File: src/rtl/ctb_pkg.sv
package ctb_pkg;
    parameter int unsigned TW   = 8;
    parameter int unsigned NT   = 4;
    parameter int unsigned NSRC = 7;
    parameter int unsigned SELW = 3;

    localparam logic [SELW-1:0] SEL_EVT = '1;

    // control register layout: {join, sel, run}
    typedef struct packed {
        logic            join_lo;
        logic [SELW-1:0] sel;
        logic            run;
    } tctl_t;

    localparam int unsigned CTLW = $bits(tctl_t);
endpackage

File: src/rtl/ctb_evsync.sv
module ctb_evsync (
    input  logic clk,
    input  logic rst_n,
    input  logic evt_i,
    output logic rise_o
);
    typedef struct packed {
        logic s1;
        logic s2;
        logic s3;
    } sync_t;

    sync_t st_d, st_q;

    always_comb begin
        st_d    = st_q;
        st_d.s1 = evt_i;
        st_d.s2 = st_q.s1;
        st_d.s3 = st_q.s2;
    end

    always_ff @(posedge clk or negedge rst_n) begin
        if (!rst_n) st_q <= '0;
        else        st_q <= st_d;
    end

    assign rise_o = st_q.s2 & ~st_q.s3;
endmodule

File: src/rtl/ctb_regs.sv
module ctb_regs
    import ctb_pkg::*;
#(
    parameter int unsigned NT_P = 4,
    parameter int unsigned TW_P = 8,
    parameter int unsigned AW_P = 3
) (
    input  logic                       clk,
    input  logic                       rst_n,
    input  logic                       wr_en,
    input  logic [AW_P-1:0]            wr_addr,
    input  logic [TW_P-1:0]            wr_data,
    output logic [NT_P-1:0][TW_P-1:0]  cmp_o,
    output tctl_t [NT_P-1:0]           ctl_o,
    output logic [NT_P-1:0]            wcmp_o
);
    typedef struct packed {
        logic [NT_P-1:0][TW_P-1:0] cmp;
        tctl_t [NT_P-1:0]          ctl;
    } regs_t;

    regs_t rg_d, rg_q;

    always_comb begin
        rg_d   = rg_q;
        wcmp_o = '0;
        for (int i = 0; i < int'(NT_P); i++) begin
            if (wr_en && (int'(wr_addr) == i)) begin
                rg_d.cmp[i] = wr_data;
                wcmp_o[i]   = 1'b1;
            end
            if (wr_en && (int'(wr_addr) == i + int'(NT_P))) begin
                rg_d.ctl[i] = tctl_t'(wr_data[CTLW-1:0]);
            end
        end
    end

    always_ff @(posedge clk or negedge rst_n) begin
        if (!rst_n) rg_q <= '0;
        else        rg_q <= rg_d;
    end

    assign cmp_o = rg_q.cmp;
    assign ctl_o = rg_q.ctl;
endmodule

File: src/rtl/ctb_chain.sv
module ctb_chain
    import ctb_pkg::*;
#(
    parameter int unsigned NT_P   = 4,
    parameter int unsigned TW_P   = 8,
    parameter int unsigned NSRC_P = 7
) (
    input  logic                       clk,
    input  logic                       rst_n,
    input  tctl_t [NT_P-1:0]           ctl_i,
    input  logic [NT_P-1:0][TW_P-1:0]  cmp_i,
    input  logic [NSRC_P-1:0]          src_tick_i,
    input  logic                       evt_rise_i,
    input  logic [NT_P-1:0]            wcmp_i,
    output logic [NT_P-1:0][TW_P-1:0]  cnt_o,
    output logic [NT_P-1:0]            irq_o,
    output logic [NT_P-1:0]            sq_o,
    output logic [NT_P-1:0]            lnk_o,
    output logic [NT_P-1:0]            grun_o
);
    typedef struct packed {
        logic [NT_P-1:0][TW_P-1:0] cnt;
        logic [NT_P-1:0]           irq;
        logic [NT_P-1:0]           sq;
    } st_t;

    st_t st_d, st_q;

    logic [NT_P-1:0] lnk;    // counter i is joined to counter i-1
    logic [NT_P-1:0] tk;     // selected strobe of counter i as a group base
    logic [NT_P-1:0] gact;   // group of i advances this cycle
    logic [NT_P-1:0] grun;   // group of i is running
    logic [NT_P-1:0] stp;    // counter i increments (own strobe or carry)
    logic [NT_P-1:0] geq;    // bytes from group base up to i all equal
    logic [NT_P-1:0] istop;  // counter i is the top of its group
    logic [NT_P-1:0] hit;    // match at a group top
    logic [NT_P-1:0] ghit;   // the group containing i matched

    // link legality: odd counters may join below freely, even ones only
    // when the counter below is itself joined
    assign lnk[0] = 1'b0;
    for (genvar g = 1; g < int'(NT_P); g++) begin : g_lnk
        if ((g % 2) == 1) begin : g_odd
            assign lnk[g] = ctl_i[g].join_lo;
        end else begin : g_even
            assign lnk[g] = ctl_i[g].join_lo & lnk[g-1];
        end
    end

    for (genvar g = 0; g < int'(NT_P); g++) begin : g_tk
        always_comb begin
            if (ctl_i[g].sel == SEL_EVT)
                tk[g] = evt_rise_i;
            else if (int'(ctl_i[g].sel) < int'(NSRC_P))
                tk[g] = src_tick_i[ctl_i[g].sel];
            else
                tk[g] = 1'b0;
        end
        if (g == int'(NT_P) - 1) begin : g_top
            assign istop[g] = 1'b1;
        end else begin : g_mid
            assign istop[g] = ~lnk[g+1];
        end
    end

    always_comb begin
        grun[0] = ctl_i[0].run;
        gact[0] = ctl_i[0].run & tk[0];
        stp[0]  = gact[0];
        geq[0]  = (st_q.cnt[0] == cmp_i[0]);
        for (int i = 1; i < int'(NT_P); i++) begin
            if (lnk[i]) begin
                grun[i] = grun[i-1];
                gact[i] = gact[i-1];
                stp[i]  = stp[i-1] & (&st_q.cnt[i-1]);
                geq[i]  = geq[i-1] & (st_q.cnt[i] == cmp_i[i]);
            end else begin
                grun[i] = ctl_i[i].run;
                gact[i] = ctl_i[i].run & tk[i];
                stp[i]  = gact[i];
                geq[i]  = (st_q.cnt[i] == cmp_i[i]);
            end
        end
        for (int i = 0; i < int'(NT_P); i++) begin
            hit[i] = istop[i] & gact[i] & geq[i];
        end
        ghit[NT_P-1] = hit[NT_P-1];
        for (int i = int'(NT_P) - 2; i >= 0; i--) begin
            ghit[i] = lnk[i+1] ? ghit[i+1] : hit[i];
        end
    end

    always_comb begin
        st_d     = st_q;
        st_d.irq = hit;
        st_d.sq  = st_q.sq ^ hit;
        for (int i = 0; i < int'(NT_P); i++) begin
            if (ghit[i] || (wcmp_i[i] && !grun[i]))
                st_d.cnt[i] = '0;
            else if (stp[i])
                st_d.cnt[i] = st_q.cnt[i] + 1'b1;
        end
    end

    always_ff @(posedge clk or negedge rst_n) begin
        if (!rst_n) st_q <= '0;
        else        st_q <= st_d;
    end

    assign cnt_o  = st_q.cnt;
    assign irq_o  = st_q.irq;
    assign sq_o   = st_q.sq;
    assign lnk_o  = lnk;
    assign grun_o = grun;
endmodule

File: src/rtl/ctb_bank.sv
module ctb_bank
    import ctb_pkg::*;
#(
    parameter int unsigned NT   = ctb_pkg::NT,
    parameter int unsigned TW   = ctb_pkg::TW,
    parameter int unsigned NSRC = ctb_pkg::NSRC,
    localparam int unsigned AW  = $clog2(2 * NT)
) (
    input  logic               clk,
    input  logic               rst_n,
    input  logic               wr_en,
    input  logic [AW-1:0]      wr_addr,
    input  logic [TW-1:0]      wr_data,
    input  logic [NSRC-1:0]    src_tick,
    input  logic               evt_i,
    output logic [NT*TW-1:0]   cnt_o,
    output logic [NT-1:0]      irq_o,
    output logic [NT-1:0]      sq_o
);
    logic [NT-1:0][TW-1:0] cmp_w;
    tctl_t [NT-1:0]        ctl_w;
    logic [NT-1:0]         wcmp_w;
    logic                  rise_w;
    logic [NT-1:0][TW-1:0] cnt_w;
    logic [NT-1:0]         lnk_w;
    logic [NT-1:0]         grun_w;

    ctb_evsync u_sync (
        .clk    (clk),
        .rst_n  (rst_n),
        .evt_i  (evt_i),
        .rise_o (rise_w)
    );

    ctb_regs #(.NT_P(NT), .TW_P(TW), .AW_P(AW)) u_regs (
        .clk     (clk),
        .rst_n   (rst_n),
        .wr_en   (wr_en),
        .wr_addr (wr_addr),
        .wr_data (wr_data),
        .cmp_o   (cmp_w),
        .ctl_o   (ctl_w),
        .wcmp_o  (wcmp_w)
    );

    ctb_chain #(.NT_P(NT), .TW_P(TW), .NSRC_P(NSRC)) u_chain (
        .clk        (clk),
        .rst_n      (rst_n),
        .ctl_i      (ctl_w),
        .cmp_i      (cmp_w),
        .src_tick_i (src_tick),
        .evt_rise_i (rise_w),
        .wcmp_i     (wcmp_w),
        .cnt_o      (cnt_w),
        .irq_o      (irq_o),
        .sq_o       (sq_o),
        .lnk_o      (lnk_w),
        .grun_o     (grun_w)
    );

    assign cnt_o = cnt_w;
endmodule

File: config.mk
export PLATFORM = sky130hd
export DESIGN_NAME = ctb_bank
export DESIGN_NICKNAME = d
export VERILOG_FILES = /design/src/rtl/ctb_pkg.sv /design/src/rtl/ctb_evsync.sv /design/src/rtl/ctb_regs.sv /design/src/rtl/ctb_chain.sv /design/src/rtl/ctb_bank.sv
export SDC_FILE = /design/constraint.sdc
export NUM_CORES = 1
export LEC_CHECK = 0
export ABC_CLOCK_PERIOD_IN_PS = 5300
export BUFFER_PORTS_ARGS = -buffer_cell sky130_fd_sc_hd__buf_2
export CORE_MARGIN = 2
export CORE_UTILIZATION = 39
export CTS_BUF_LIST = sky130_fd_sc_hd__clkbuf_4
export DETAILED_ROUTE_END_ITERATION = 8
export SKIP_CTS_REPAIR_TIMING = 1
export SLEW_MARGIN = 20
export SYNTH_ARGS = -nofsm -noshare
export SYNTH_HDL_FRONTEND = slang
export SYNTH_SLANG_ARGS = --single-unit
File: constraint.sdc
create_clock -name clk -period 5.3 [get_ports clk]
set_input_delay 0.53 -clock clk [delete_from_list [all_inputs] [get_ports clk]]
set_output_delay 0.53 -clock clk [all_outputs]
set_load 0.01 [all_outputs]
* Word-level counts from Yosys, hierarchy flattened
Cells that the tools add are included.
** Storage, ports and cells
- Word-level logic and storage cells :: 146
- Output and inout port bits :: 40
- Input bits :: 22
- Flip-flop bits (word level) :: 94
** Cells by class
- Add/subtract/negate cells :: 4
- Order comparisons :: 8
- Reduce and logical (&&, ||, !) cells :: 28
- Multiplexer cells :: 43
- Eq/ne operators :: 15
- Bitwise gates (word level) :: 24
** Operators with widths (count)
- 8-bit 2-to-1 mux :: 8
- 8-bit by 1-bit adder with 8-bit output (second input constant) :: 4
- 8-bit equality test :: 4
- 1-bit 2-to-1 mux :: 31
- 3-bit equality test (second input constant) :: 8
- 8-bit AND reduction :: 3
- 1-bit bitwise AND :: 19
- 3-bit by 4-bit < comparator with 1-bit output (second input constant) :: 4
- 1-bit binary-select mux with 3-bit select :: 4
- 1-bit logical AND :: 12
- 3-bit < comparator (second input constant) :: 4
- 2-bit nonzero test :: 4
- 3-bit by 2-bit equality test with 1-bit output (second input constant) :: 2
- 1-bit zero test :: 4
- 1-bit logical OR :: 4
- 1-bit inverter :: 4
- 4-bit XOR :: 1
- 3-bit by 1-bit equality test with 1-bit output (second input constant) :: 1
- 3-bit zero test :: 1

* Logic depth before layout (Yosys ltp)
Gate-level depths: netlist of run 1.
- Word-level depth :: 14
- Gate-level depth with buffers :: 9
- Gate-level depth less buffers :: 8

* Modules after synthesis
Synthesis of run 1 repeated with hierarchy kept, for this count alone.
** Second synthesis, totals
- Cells, all modules :: 409
- Area, all modules :: 4948.5 µm²
** Modules (own cells, without submodules)
- ctb_chain :: instances 1, cells an instance 286, area each 2854.0 µm², sequential area each 1001.0 µm²
- ctb_regs :: instances 1, cells an instance 119, area each 2005.7 µm², sequential area each 1301.2 µm²
- ctb_evsync :: instances 1, cells an instance 4, area each 88.8 µm², sequential area each 75.1 µm²

* Least setup slack after synthesis of run 1
OpenSTA, ideal clock, no wires.
- Path kind :: input to register
- From :: input port src_tick[5]
- To :: register u_chain.st_q (netlist bit u_chain.cnt_o[9])
- Stages :: 8
- Data required time :: 5.227 ns
- Buffers on the path :: 1
- Data arrival time :: 2.276 ns
- Library setup time :: 0.073 ns
- Path slack :: 2.950 ns
- Path through :: mux4_2 -> and3b_1 -> a31o_1 -> buf_6 -> a21oi_4 -> a211oi_2 -> a221o_2 -> a21oi_2
** On the way
- Word-level cells in the longest chain between the ends :: 13
- Elaborated cells between the ends (all ways) :: 35
- Those cells by class :: 23 x mux; 10 x bitwise; 2 x reduce/logical
** RTL lines
- from (decl) :: RTL line ctb_bank.sv:14 : input logic [NSRC-1:0] src_tick,
- 1-bit binary-select mux with 3-bit select :: RTL line ctb_chain.sv:55 : tk[g] = src_tick_i[ctl_i[g].sel];
- 1-bit 2-to-1 mux (not written as such) :: RTL line ctb_chain.sv:55
- 1-bit 2-to-1 mux :: RTL line ctb_chain.sv:54 : else if (int'(ctl_i[g].sel) < int'(NSRC_P))
- 1-bit 2-to-1 mux :: RTL line ctb_chain.sv:52 : if (ctl_i[g].sel == SEL_EVT)
- 1-bit bitwise AND (on tied branches) :: RTL line ctb_chain.sv:79, ctb_chain.sv:68
- 1-bit 2-to-1 mux (2 in series) :: RTL line ctb_chain.sv:72 : if (lnk[i]) begin
- 1-bit bitwise AND / 1-bit 2-to-1 mux (equally long branches) :: RTL line ctb_chain.sv:85, ctb_chain.sv:72
- 1-bit bitwise AND :: RTL line ctb_chain.sv:85 : hit[i] = istop[i] & gact[i] & geq[i];
- 1-bit 2-to-1 mux (2 in series) :: RTL line ctb_chain.sv:89 : ghit[i] = lnk[i+1] ? ghit[i+1] : hit[i];
- 1-bit logical OR :: RTL line ctb_chain.sv:98 : if (ghit[i] || (wcmp_i[i] && !grun[i]))
- 8-bit 2-to-1 mux / 2-bit nonzero test (equally long branches)
- to (signal assigned) :: RTL line ctb_chain.sv:107 : else st_q <= st_d;
- to (decl) :: RTL line ctb_chain.sv:27 : st_t st_d, st_q;
Parallel ways exist; a longest one is shown, timed or not. The select of a mux whose other input is x is not followed.
A chain may end at the register's enable or synchronous reset.

* Worst setup path in the final report of run 1
- From :: register u_chain.st_q (netlist bit u_chain.cnt_o[16])
- To :: register u_chain.st_q (netlist bit u_chain.cnt_o[31])
** On the way
- Word-level cells in the longest chain between the ends :: 8
- Elaborated cells between the ends (all ways) :: 12
- Those cells by class :: 1 x eq/ne; 4 x mux; 4 x bitwise; 3 x reduce/logical
** RTL lines
- 8-bit equality test :: RTL line ctb_chain.sv:76, ctb_chain.sv:81
- 1-bit bitwise AND :: RTL line ctb_chain.sv:76 : geq[i] = geq[i-1] & (st_q.cnt[i] == cmp_i[i]);
- 1-bit 2-to-1 mux :: RTL line ctb_chain.sv:72
- 1-bit bitwise AND :: RTL line ctb_chain.sv:76
- 1-bit 2-to-1 mux :: RTL line ctb_chain.sv:72
- 1-bit bitwise AND :: RTL line ctb_chain.sv:85
- 1-bit logical OR :: RTL line ctb_chain.sv:98
- 8-bit 2-to-1 mux / 2-bit nonzero test (equally long branches)
Parallel ways exist; a longest one is shown, timed or not.

==> flow_metrics.py, run 1 <==
metrics = {
    "status": {
        "status": "complete, no violations",
    },
    "setup_path": {
        "crit_type": "reg2reg",
        "crit_fanout": 7,
        "crit_arrival_ns": 2.95,
        "cp-end-kind": "flip-flop",
        "crit_required_ns": 5.65,
        "worstRegToRegCells": 7,
        "cp-start-kind": "flip-flop",
        "rrSetupSlack_ns": 2.71,
        "reg2reg_from": "u_chain.cnt_o[16]$_DFFE_PN0P_",
        "r2r-end": "u_chain.cnt_o[31]$_DFFE_PN0P_",
    },
    "floorplanning": {
        "rows": 40,
        "die_x_microns": 115,
        "dieHeight_microns": 115,
        "core_area_sq_um": 12000,
        "start_util_pct": 39.9,
        "boundaryPins": 62,
        "dieArea_sq_um": 13100,
    },
    "synth": {
        "ys_types": 59,
        "synth_commonest_cells": "94 x dfrtp_1, 51 x mux2_2, 39 x nor2_1, 31 x xor2_1, 30 x xnor2_1",
        "ys.flop_type": "dfrtp_1",
        "avgSynthCellArea_sq_um": 12.1,
        "synth-edff-count": 0,
        "synthTopCellsByArea": "dfrtp_1 49%, mux2_2 12%, xor2_1 5.7%",
        "synth_top_area_share_pct": 49.3,
        "synth-seq-area-share_pct": 49.3,
        "yosysMostFrequentCell": "dfrtp_1",
        "yosys.area.top_type": "dfrtp_1",
        "netlist_area_sq_um": 4770,
        "postSynthNetCount": 420,
        "async_flop_share_pct": 100,
        "synth-seq-cells": 94,
        "synth_cells": 394,
        "yosysWarnings": 0,
    },
    "worst_hold_path": {
        "worst_hold_path_type": "in2async",
    },
    "global_route": {
        "gr-usage-met1_pct": 23.7,
        "gr-usage-met3_pct": 2.28,
        "grt_max_degree": 54,
        "grt_antenna_before_repair": 1,
        "grt-ovfl-total": 0,
        "grt_busiest_layer": "met2",
        "first_global_vias": 3157,
        "track_usage_pct": 17.2,
        "globalRouteMet2Util_pct": 27.1,
        "grt_pass1_wl_mm": 17.2,
    },
    "timing": {
        "drv_slew": 0,
        "setup_viol_count_final": 0,
        "tightestPinTransition_ns": 0.760,
        "rsz0062_at_grt": "false",
        "skew_ns": 0.00906,
        "hold_ws_ns": 0.0327,
        "min_period_ns": 2.59,
        "tns_ns": 0,
        "finalHoldViolations": 0,
        "max_freq_mhz": 386,
        "period_share_pct": 48.9,
        "relSlewSlack_pct": 48.9,
    },
    "route": {
        "vias_per_cell": 5.37,
        "route.detailed.drc": 0,
        "wl_per_cell_microns": 17.4,
        "dr_total_vias": 3291,
        "dr.pass1.iters": 6,
        "drtIter0Drc": 170,
        "ant_nets": 0,
        "routed_wl_mm": 10.7,
    },
    "clocking": {
        "clk-insertion-delay-late_ns": 0.46,
        "cts-root-buf": "clkbuf_4",
        "cts_max_path_buffers": 2,
        "clkTransAtPathRegs_ns": 0.14,
        "cts.htree.levels": 3,
        "cts_sinks": 94,
        "cts_tree": "yes",
        "cts_made_buffers": 9,
    },
    "pwr": {
        "max-vdd-ir-drop_mv": 0.123,
        "leakage_nw": 2.40,
        "power.density_nw_per_um2": 368,
    },
    "final_layout": {
        "layout-drive-gt1-share_pct": 32.0,
        "nets": 486,
        "area_growth_pct": 12.1,
    },
    "place": {
        "hpwlAfterDp_mm": 7.94,
        "portBuffers": 61,
        "place.gp.congestion": 0.810,
    },
    "run": {
        "cap_violations": 0,
    },
}
## registers in the layout, indices dropped and copies added, names as in the netlist
signal and cells:
u_sync.st_d 2, u_regs.cmp_o 32, u_chain.cnt_o 32, u_sync.st_q 1, u_chain.sq_o 4, u_chain.irq_o 4, u_regs.ctl_o 19
## power breakdown
part,leakage (nW),switching (mW),internal (mW)
Clock,0.0549,0.246,0.0926
Combinational,1.16,0.279,0.299
Sequential,1.19,0.184,0.865
Total,2.40,0.710,1.26
## cell usage in the layout (no fill, tap or decap), drive strengths merged, types with 4 or more instances in the layout
master   synthesis  routed
dfrtp           94      94
buf              5      65
mux2            51      51
nor2            39      39
xor2            31      31
xnor2           30      30
nand2           17      17
nand4           13      13
nand3           10      10
clkbuf           5       9
inv              8       9
a21oi            9       9
mux4             8       8
nor3             7       7
nor4             6       6
mux2i            5       5
and3             4       4
o2111ai          4       4
ha               4       4
clkinv           0       4
## cell families after synthesis
family	Yosys count	synth area share (%)
AO/OA/AOI/OAI	43	8.13
XOR/XNOR	61	11.2
adder cells (fa/ha/maj)	4	1.05
buffers and inverters	18	1.81
flip-flops	94	49.3
multiplexers	64	17.0
AND/OR/NAND/NOR	110	11.5
## per-stage QoR
| stage | instance area, sq um | total power [mW] | utilization [%] | instances | setup WS [ns] |
|---|---|---|---|---|---|
| after detailed placement | 5240 | 1.65 | 43.8 | 596 | 2.57 |
| after floorplan | 4770 | 1.45 | - | 394 | 2.95 |
| after global placement | 5240 | 1.63 | 43.8 | 596 | 2.62 |
| after CTS | 5350 | 1.99 | 44.7 | 612 | 2.69 |
| final | 5350 | 1.97 | 44.7 | 613 | 2.71 |
| after global routing | 5350 | 2.10 | 44.7 | 613 | 2.56 |
## worst max-delay path, cell delays in order, from the launching register on
cell,delay [ns]
dfrtp_1,0.52
ha_1,0.27
inv_1,0.10
nor4_1,0.59
o211ai_1,0.44
a211oi_1,0.38
xnor2_1,0.15
nor2_1,0.05
## final cells by class
cell class,instances,area [sq um]
diodes,1,2.50
clock buffers,9,67.6
clock inverters,7,40.0
fillers,1142,6610
inverters,8,30.0
multi-input cells,282,2330
flip-flops and latches,94,2350
well taps,147,184
repair buffers,65,338
## how the worst max path moves through the flow
stage	startpoint	endpoint	slack, ns	cells after the start
2_1_floorplan	src_tick[5]	u_chain.cnt_o[9]$_DFFE_PN0P_	2.95	8
3_5_place_dp	src_tick[5]	u_chain.cnt_o[10]$_DFFE_PN0P_	2.57	8
6_report	u_chain.cnt_o[16]$_DFFE_PN0P_	u_chain.cnt_o[31]$_DFFE_PN0P_	2.71	7
3_3_place_gp	src_tick[5]	u_chain.cnt_o[9]$_DFFE_PN0P_	2.62	8
4_1_cts	u_chain.cnt_o[16]$_DFFE_PN0P_	u_chain.cnt_o[31]$_DFFE_PN0P_	2.69	7
5_1_grt	u_chain.cnt_o[0]$_DFFE_PN0P_	u_chain.cnt_o[18]$_DFFE_PN0P_	2.56	8
## layer usage
layer | share of wire, % | vias to the layer above
met3 | 3.6 | 14
met2 | 47 | 74
met4 | 2.0 | 0
li1 | - | 1563
met5 | 0 | -
met1 | 47 | 1640
No activity file was read; power rests on OpenSTA's default activity.
==> run 2: changes to the inputs <==
--- a/config.mk
+++ b/config.mk
@@ -5,7 +5,7 @@
 export SDC_FILE = /design/constraint.sdc
 export NUM_CORES = 1
 export LEC_CHECK = 0
-export ABC_CLOCK_PERIOD_IN_PS = 5300
+export ABC_CLOCK_PERIOD_IN_PS = 2500
 export BUFFER_PORTS_ARGS = -buffer_cell sky130_fd_sc_hd__buf_2
 export CORE_MARGIN = 2
 export CORE_UTILIZATION = 39
==> constraint.sdc (replaced) <==
create_clock -name clk -period 2.5 [get_ports clk]
set_input_delay 0.25 -clock clk [delete_from_list [all_inputs] [get_ports clk]]
set_output_delay 0.25 -clock clk [all_outputs]
set_load 0.01 [all_outputs]
==> flow_metrics.py, run 2 (synthesis results as in run 1) <==
metrics = {
    "floorplanning": {
        "dieHeight_microns": 115,
        "die_x_microns": 115,
        "core_area_sq_um": 12000,
        "boundaryPins": 62,
        "dieArea_sq_um": 13100,
        "start_util_pct": 39.9,
        "rows": 40,
    },
    "setup_path": {
        "path_delay_family": "compound AO/OA/AOI/OAI gates",
        "max_stage_delay_ns": 0.56,
        "crit_required_ns": 2.89,
        "worstRegToRegCells": 8,
        "r2r-end": "u_chain.cnt_o[10]$_DFFE_PN0P_",
        "rrSetupSlack_ns": 0.08,
        "cp-end-kind": "flip-flop",
        "cp-start-kind": "flip-flop",
        "crit_arrival_ns": 2.81,
        "reg2reg_from": "u_sync.st_d[0]$_DFF_PN0_",
        "crit_fanout": 8,
        "crit_type": "reg2reg",
        "cp_slowest_cell": "mux4_1",
        "worst-path-buf-inv": 1,
        "cp_cell_sequence": "nor2b_1, mux4_1, a31oi_4, o21ai_1, and3_1, buf_4, a221o_2, nor2_1",
    },
    "route": {
        "dr_total_vias": 3480,
        "dr.pass1.iters": 4,
        "ant_nets": 0,
        "drtIter0Drc": 216,
        "wl_per_cell_microns": 17.0,
        "route.detailed.drc": 0,
        "vias_per_cell": 5.31,
        "routed_wl_mm": 11.2,
    },
    "place": {
        "place.gp.congestion": 0.824,
        "place_area_sq_um": 5530,
        "portBuffers": 61,
        "hpwlAfterDp_mm": 8.33,
    },
    "global_route": {
        "track_usage_pct": 18.4,
        "grt-ovfl-total": 0,
        "grt_pass1_wl_mm": 18.2,
        "grt_max_degree": 41,
        "grt_antenna_before_repair": 1,
        "first_global_vias": 3461,
    },
    "worst_hold_path": {
        "whs_path_depth": 2,
        "hold-path-endpoint": "u_regs.cmp_o[22]$_DFFE_PN0P_",
        "worst_hold_path_type": "in2reg",
        "holdCritStartpoint": "wr_data[6]",
    },
    "clocking": {
        "cts_sinks": 94,
        "cts_made_buffers": 9,
        "clk-insertion-delay-late_ns": 0.47,
        "cts_tree": "yes",
        "cts_max_path_buffers": 2,
        "cts.htree.levels": 3,
        "cts-root-buf": "clkbuf_4",
        "clkTransAtPathRegs_ns": 0.15,
    },
    "final_layout": {
        "mostFrequentLayoutCell": "dfrtp_1",
        "final_area_sq_um": 5760,
        "utilization_pct": 48.1,
        "layout-drive-gt1-share_pct": 39.3,
        "area_growth_pct": 20.7,
        "nets": 528,
        "final_cell_mix": "93 x dfrtp_1, 60 x buf_2, 51 x mux2_2",
    },
    "timing": {
        "max_freq_mhz": 414,
        "finalHoldViolations": 0,
        "period_share_pct": 96.7,
        "drv_slew": 0,
        "setup_viol_count_final": 0,
        "hold_ws_ns": 0.0974,
        "min_period_ns": 2.42,
        "relSlewSlack_pct": 55.5,
        "skew_ns": 0.0245,
        "tightestPinTransition_ns": 0.662,
    },
    "pwr": {
        "max-vdd-ir-drop_mv": 0.333,
        "leakage_nw": 2.64,
        "power.density_nw_per_um2": 776,
    },
    "status": {
        "status": "complete, no violations",
    },
    "run": {
        "cap_violations": 0,
    },
}
==> run 2: cell count changes in the layout (fill, tap and decap cells not counted), sizes merged <==
cell / previous run / this run
clkbuf: 9 / 10
clkinvlp: 2 / 1
bufinv: 0 / 1
inv: 9 / 8
buf: 65 / 105
dlygate4sd3: 0 / 2
==> run 2: cell type report <==
class                      count  area [sq um]
fill                        1116          6200
multi-input combinational    282          2370
sequential                    94          2350
timing repair buffer         107           683
tap                          147           184
clock buffer                  10          75.1
clock inverter                 6          62.6
inverter                       8          30.0
antenna                        1          2.50
==> run 2: per-stage QoR <==
stage,total power [mW],std cells,TNS (ns),setup slack [ns]
after CTS,4.48,647,-0.669,-0.0790
final,4.47,655,0,0.0824
after global routing,4.77,655,-0.0227,-0.0148
after detailed placement,3.65,631,-0.223,-0.0578
after floorplan,3.08,394,0,0.238
after global placement,3.60,631,0,0.000318
==> run 2: power breakdown <==
group | internal [mW] | total [mW] | switching, mW
Combinational | 0.773 | 1.49 | 0.718
Clock | 0.313 | 0.829 | 0.516
Sequential | 1.84 | 2.15 | 0.315
Total | 2.92 | 4.47 | 1.55
==> run 2: metal layers <==
metal / GRT usage, % / vias up / share of wire, %
li1: - / 1650 / -
met1: 25.3 / 1748 / 46
met2: 28.5 / 65 / 48
met3: 3.23 / 17 / 4.1
met4: 8.05 / 0 / 2.1
met5: 0 / - / 0
==> run 2: worst max path at each step <==
stage	start	endpoint	slack, ns	cells after the start
final	u_sync.st_d[0]$_DFF_PN0_	u_chain.cnt_o[10]$_DFFE_PN0P_	0.08	8
after detailed placement	u_chain.cnt_o[1]$_DFFE_PN0P_	u_chain.cnt_o[18]$_DFFE_PN0P_	-0.06	9
after CTS	u_chain.cnt_o[1]$_DFFE_PN0P_	u_chain.cnt_o[18]$_DFFE_PN0P_	-0.08	9
after global placement	u_chain.cnt_o[1]$_DFFE_PN0P_	u_chain.cnt_o[18]$_DFFE_PN0P_	0.0003	9
after global routing	u_sync.st_d[0]$_DFF_PN0_	u_chain.cnt_o[11]$_DFFE_PN0P_	-0.01	8
after floorplan	u_chain.cnt_o[2]$_DFFE_PN0P_	u_chain.cnt_o[26]$_DFFE_PN0P_	0.24	8
==> run 3: changes to the inputs <==
--- a/config.mk
+++ b/config.mk
@@ -5,6 +5,7 @@
 export SDC_FILE = /design/constraint.sdc
 export NUM_CORES = 1
 export LEC_CHECK = 0
+export ABC_AREA = 1
 export ABC_CLOCK_PERIOD_IN_PS = 2500
 export BUFFER_PORTS_ARGS = -buffer_cell sky130_fd_sc_hd__buf_2
 export CORE_MARGIN = 2
@@ -12,7 +13,7 @@
 export CTS_BUF_LIST = sky130_fd_sc_hd__clkbuf_4
 export DETAILED_ROUTE_END_ITERATION = 8
 export SKIP_CTS_REPAIR_TIMING = 1
-export SLEW_MARGIN = 20
+export SLEW_MARGIN = 5
 export SYNTH_ARGS = -nofsm -noshare
 export SYNTH_HDL_FRONTEND = slang
 export SYNTH_SLANG_ARGS = --single-unit
==> flow_metrics.py, run 3 <==
metrics = {
    "global_route": {
        "grt_pass1_wl_mm": 18.7,
        "grt_antenna_before_repair": 0,
        "first_global_vias": 3741,
        "track_usage_pct": 18.1,
        "grt_max_degree": 49,
        "grt-ovfl-total": 0,
    },
    "clocking": {
        "cts-root-buf": "clkbuf_4",
        "clkTransAtPathRegs_ns": 0.15,
        "cts_tree": "yes",
        "cts_made_buffers": 9,
        "cts_max_path_buffers": 2,
        "cts_sinks": 94,
        "clk-insertion-delay-late_ns": 0.46,
        "cts.htree.levels": 3,
    },
    "route": {
        "dr.pass1.iters": 4,
        "drtIter0Drc": 246,
        "vias_per_cell": 4.80,
        "dr_total_vias": 3946,
        "wl_per_cell_microns": 14.0,
        "route.detailed.drc": 0,
        "ant_nets": 0,
        "routed_wl_mm": 11.5,
    },
    "status": {
        "status": "complete, no violations",
    },
    "timing": {
        "tns_ns": 0,
        "skew_ns": 0.0244,
        "max_freq_mhz": 462,
        "period_share_pct": 86.7,
        "tightestPinTransition_ns": 0.690,
        "rsz0062_at_grt": "false",
        "min_period_ns": 2.17,
        "drv_slew": 0,
        "relSlewSlack_pct": 53.6,
        "setup_viol_count_final": 0,
        "finalHoldViolations": 0,
    },
    "synth": {
        "synthTopCellsByArea": "dfrtp_1 48%, nand2_1 12%, o21ai_0 6.8%",
        "ys_types": 38,
        "synth-seq-area-share_pct": 48.1,
        "yosysWarnings": 0,
        "ys.flop_type": "dfrtp_1",
        "synth_top_family_by_area": "simple AND/OR/NAND/NOR gates",
        "async_flop_share_pct": 100,
        "synth-seq-cells": 94,
        "yosys.area_share.simple_pct": 25.6,
        "synth-edff-count": 0,
        "synth_top_area_share_pct": 48.1,
        "synth-xor-area-share_pct": 9.49,
        "synth_fa_ha_area_share_pct": 1.02,
        "synthMuxAreaShare_pct": 0,
        "synth-compound-area-share_pct": 10.4,
        "yosys.area.top_type": "dfrtp_1",
        "avgSynthCellArea_sq_um": 8.43,
        "synth_commonest_cells": "150 x nand2_1, 94 x dfrtp_1, 66 x o21ai_0, 54 x inv_1, 44 x nor2_1",
        "netlist_area_sq_um": 4890,
        "yosysMostFrequentCell": "nand2_1",
        "postSynthNetCount": 606,
        "synth_cells": 580,
    },
    "place": {
        "portBuffers": 61,
        "place.gp.congestion": 0.876,
        "hpwlAfterDp_mm": 8.54,
    },
    "floorplanning": {
        "core_area_sq_um": 12100,
        "dieHeight_microns": 116,
        "dieArea_sq_um": 13500,
        "rows": 40,
        "start_util_pct": 40.4,
        "die_x_microns": 116,
        "boundaryPins": 62,
    },
    "setup_path": {
        "cp-end-kind": "flip-flop",
        "worstRegToRegCells": 12,
        "crit_type": "reg2reg",
        "cp_cell_sequence": "ha_1, nand2_1, nor3_2, nand3_2, o21ai_4, nand4_2, nand2_4, nand3_2, nand2_4, inv_2, nand2_8, o21ai_1",
        "cp-start-kind": "flip-flop",
        "max_stage_delay_ns": 0.47,
        "cp_slowest_cell": "dfrtp_1",
        "r2r-end": "u_chain.cnt_o[30]$_DFFE_PN0P_",
        "rrSetupSlack_ns": 0.33,
        "crit_fanout": 9,
        "reg2reg_from": "u_chain.cnt_o[0]$_DFFE_PN0P_",
        "crit_arrival_ns": 2.52,
        "crit_required_ns": 2.86,
    },
    "pwr": {
        "leakage_nw": 2.83,
        "max-vdd-ir-drop_mv": 0.469,
        "power.density_nw_per_um2": 841,
    },
    "worst_hold_path": {
        "holdCritStartpoint": "wr_data[4]",
        "worst_hold_path_type": "in2reg",
        "whs_path_depth": 3,
        "hold-path-endpoint": "u_regs.ctl_o[19]$_DFFE_PN0P_",
    },
    "final_layout": {
        "area_growth_pct": 13.7,
        "utilization_pct": 45.9,
        "nets": 675,
        "layout-drive-gt1-share_pct": 18.8,
        "final_cell_mix": "150 x nand2_1, 94 x dfrtp_1, 66 x o21ai_0",
        "n_antenna_cell": 0,
        "mostFrequentLayoutCell": "nand2_1",
    },
    "run": {
        "cap_violations": 0,
    },
}
[run 3: logic make-up after synthesis]
| kind of cell | Yosys count |
|---|---|
| and+or+nand+nor | 267 |
| AOI/OAI and AO/OA | 94 |
| DFF | 94 |
| buffers and inverters | 68 |
| xor gates and xnor gates | 53 |
| adders and majority gates | 4 |
[run 3: through the flow]
step	total power, mW	setup slack, ns	cell area, sq um	hold WS [ns]	cells
3_5_place_dp	3.87	0.334	5410	0.153	804
3_3_place_gp	3.83	0.382	5410	0.150	804
6_report	4.68	0.333	5560	0.0239	822
2_1_floorplan	3.34	0.534	4890	-0.0456	580
4_1_cts	4.73	0.319	5540	-0.386	820
5_1_grt	5.06	0.126	5560	0.00894	822
[run 3: critical path, delay by kind of cell, from the launching register on]
family          cells  cell delay [ns]
buf+inv             1             0.08
flops               1             0.47
simple gates        8             0.96
fa+ha+maj           1             0.20
compound gates      2             0.36
[run 3: worst max path at each step]
| stage | startpoint | to | slack, ns | cells past startpoint |
|---|---|---|---|---|
| 3_3_place_gp | wr_en | u_chain.cnt_o[28]$_DFFE_PN0P_ | 0.38 | 12 |
| 4_1_cts | u_chain.cnt_o[0]$_DFFE_PN0P_ | u_chain.cnt_o[30]$_DFFE_PN0P_ | 0.32 | 12 |
| 3_5_place_dp | u_chain.cnt_o[0]$_DFFE_PN0P_ | u_chain.cnt_o[30]$_DFFE_PN0P_ | 0.33 | 12 |
| 5_1_grt | u_chain.cnt_o[0]$_DFFE_PN0P_ | u_chain.cnt_o[1]$_DFFE_PN0P_ | 0.13 | 16 |
| 2_1_floorplan | u_chain.cnt_o[0]$_DFFE_PN0P_ | u_chain.cnt_o[25]$_DFFE_PN0P_ | 0.53 | 12 |
| 6_report | u_chain.cnt_o[0]$_DFFE_PN0P_ | u_chain.cnt_o[30]$_DFFE_PN0P_ | 0.33 | 12 |
[run 3: final cells by class]
| type | count | area (sq um) |
|---|---|---|
| multi-input cells | 418 | 2280 |
| repair buffers | 66 | 363 |
| clock buffers | 10 | 75.1 |
| well taps | 168 | 210 |
| fillers | 1232 | 6550 |
| flip-flops and latches | 94 | 2350 |
| inverters | 60 | 225 |
| clock inverters | 6 | 61.3 |
[run 3: per-layer routing]
layer / GRT usage, % / part of all wire (%) / up-vias
met5: 0 / 0 / -
met4: 6.43 / 1.3 / 0
met3: 3.45 / 4.0 / 10
met2: 28.0 / 46 / 58
met1: 25.6 / 48 / 1879
li1: - / - / 1999
[run 3: power breakdown]
group | total (mW) | switching, mW | internal (mW)
sequential | 2.30 | 0.442 | 1.86
clock | 0.843 | 0.528 | 0.315
combinational | 1.53 | 0.857 | 0.671
total | 4.68 | 1.83 | 2.85
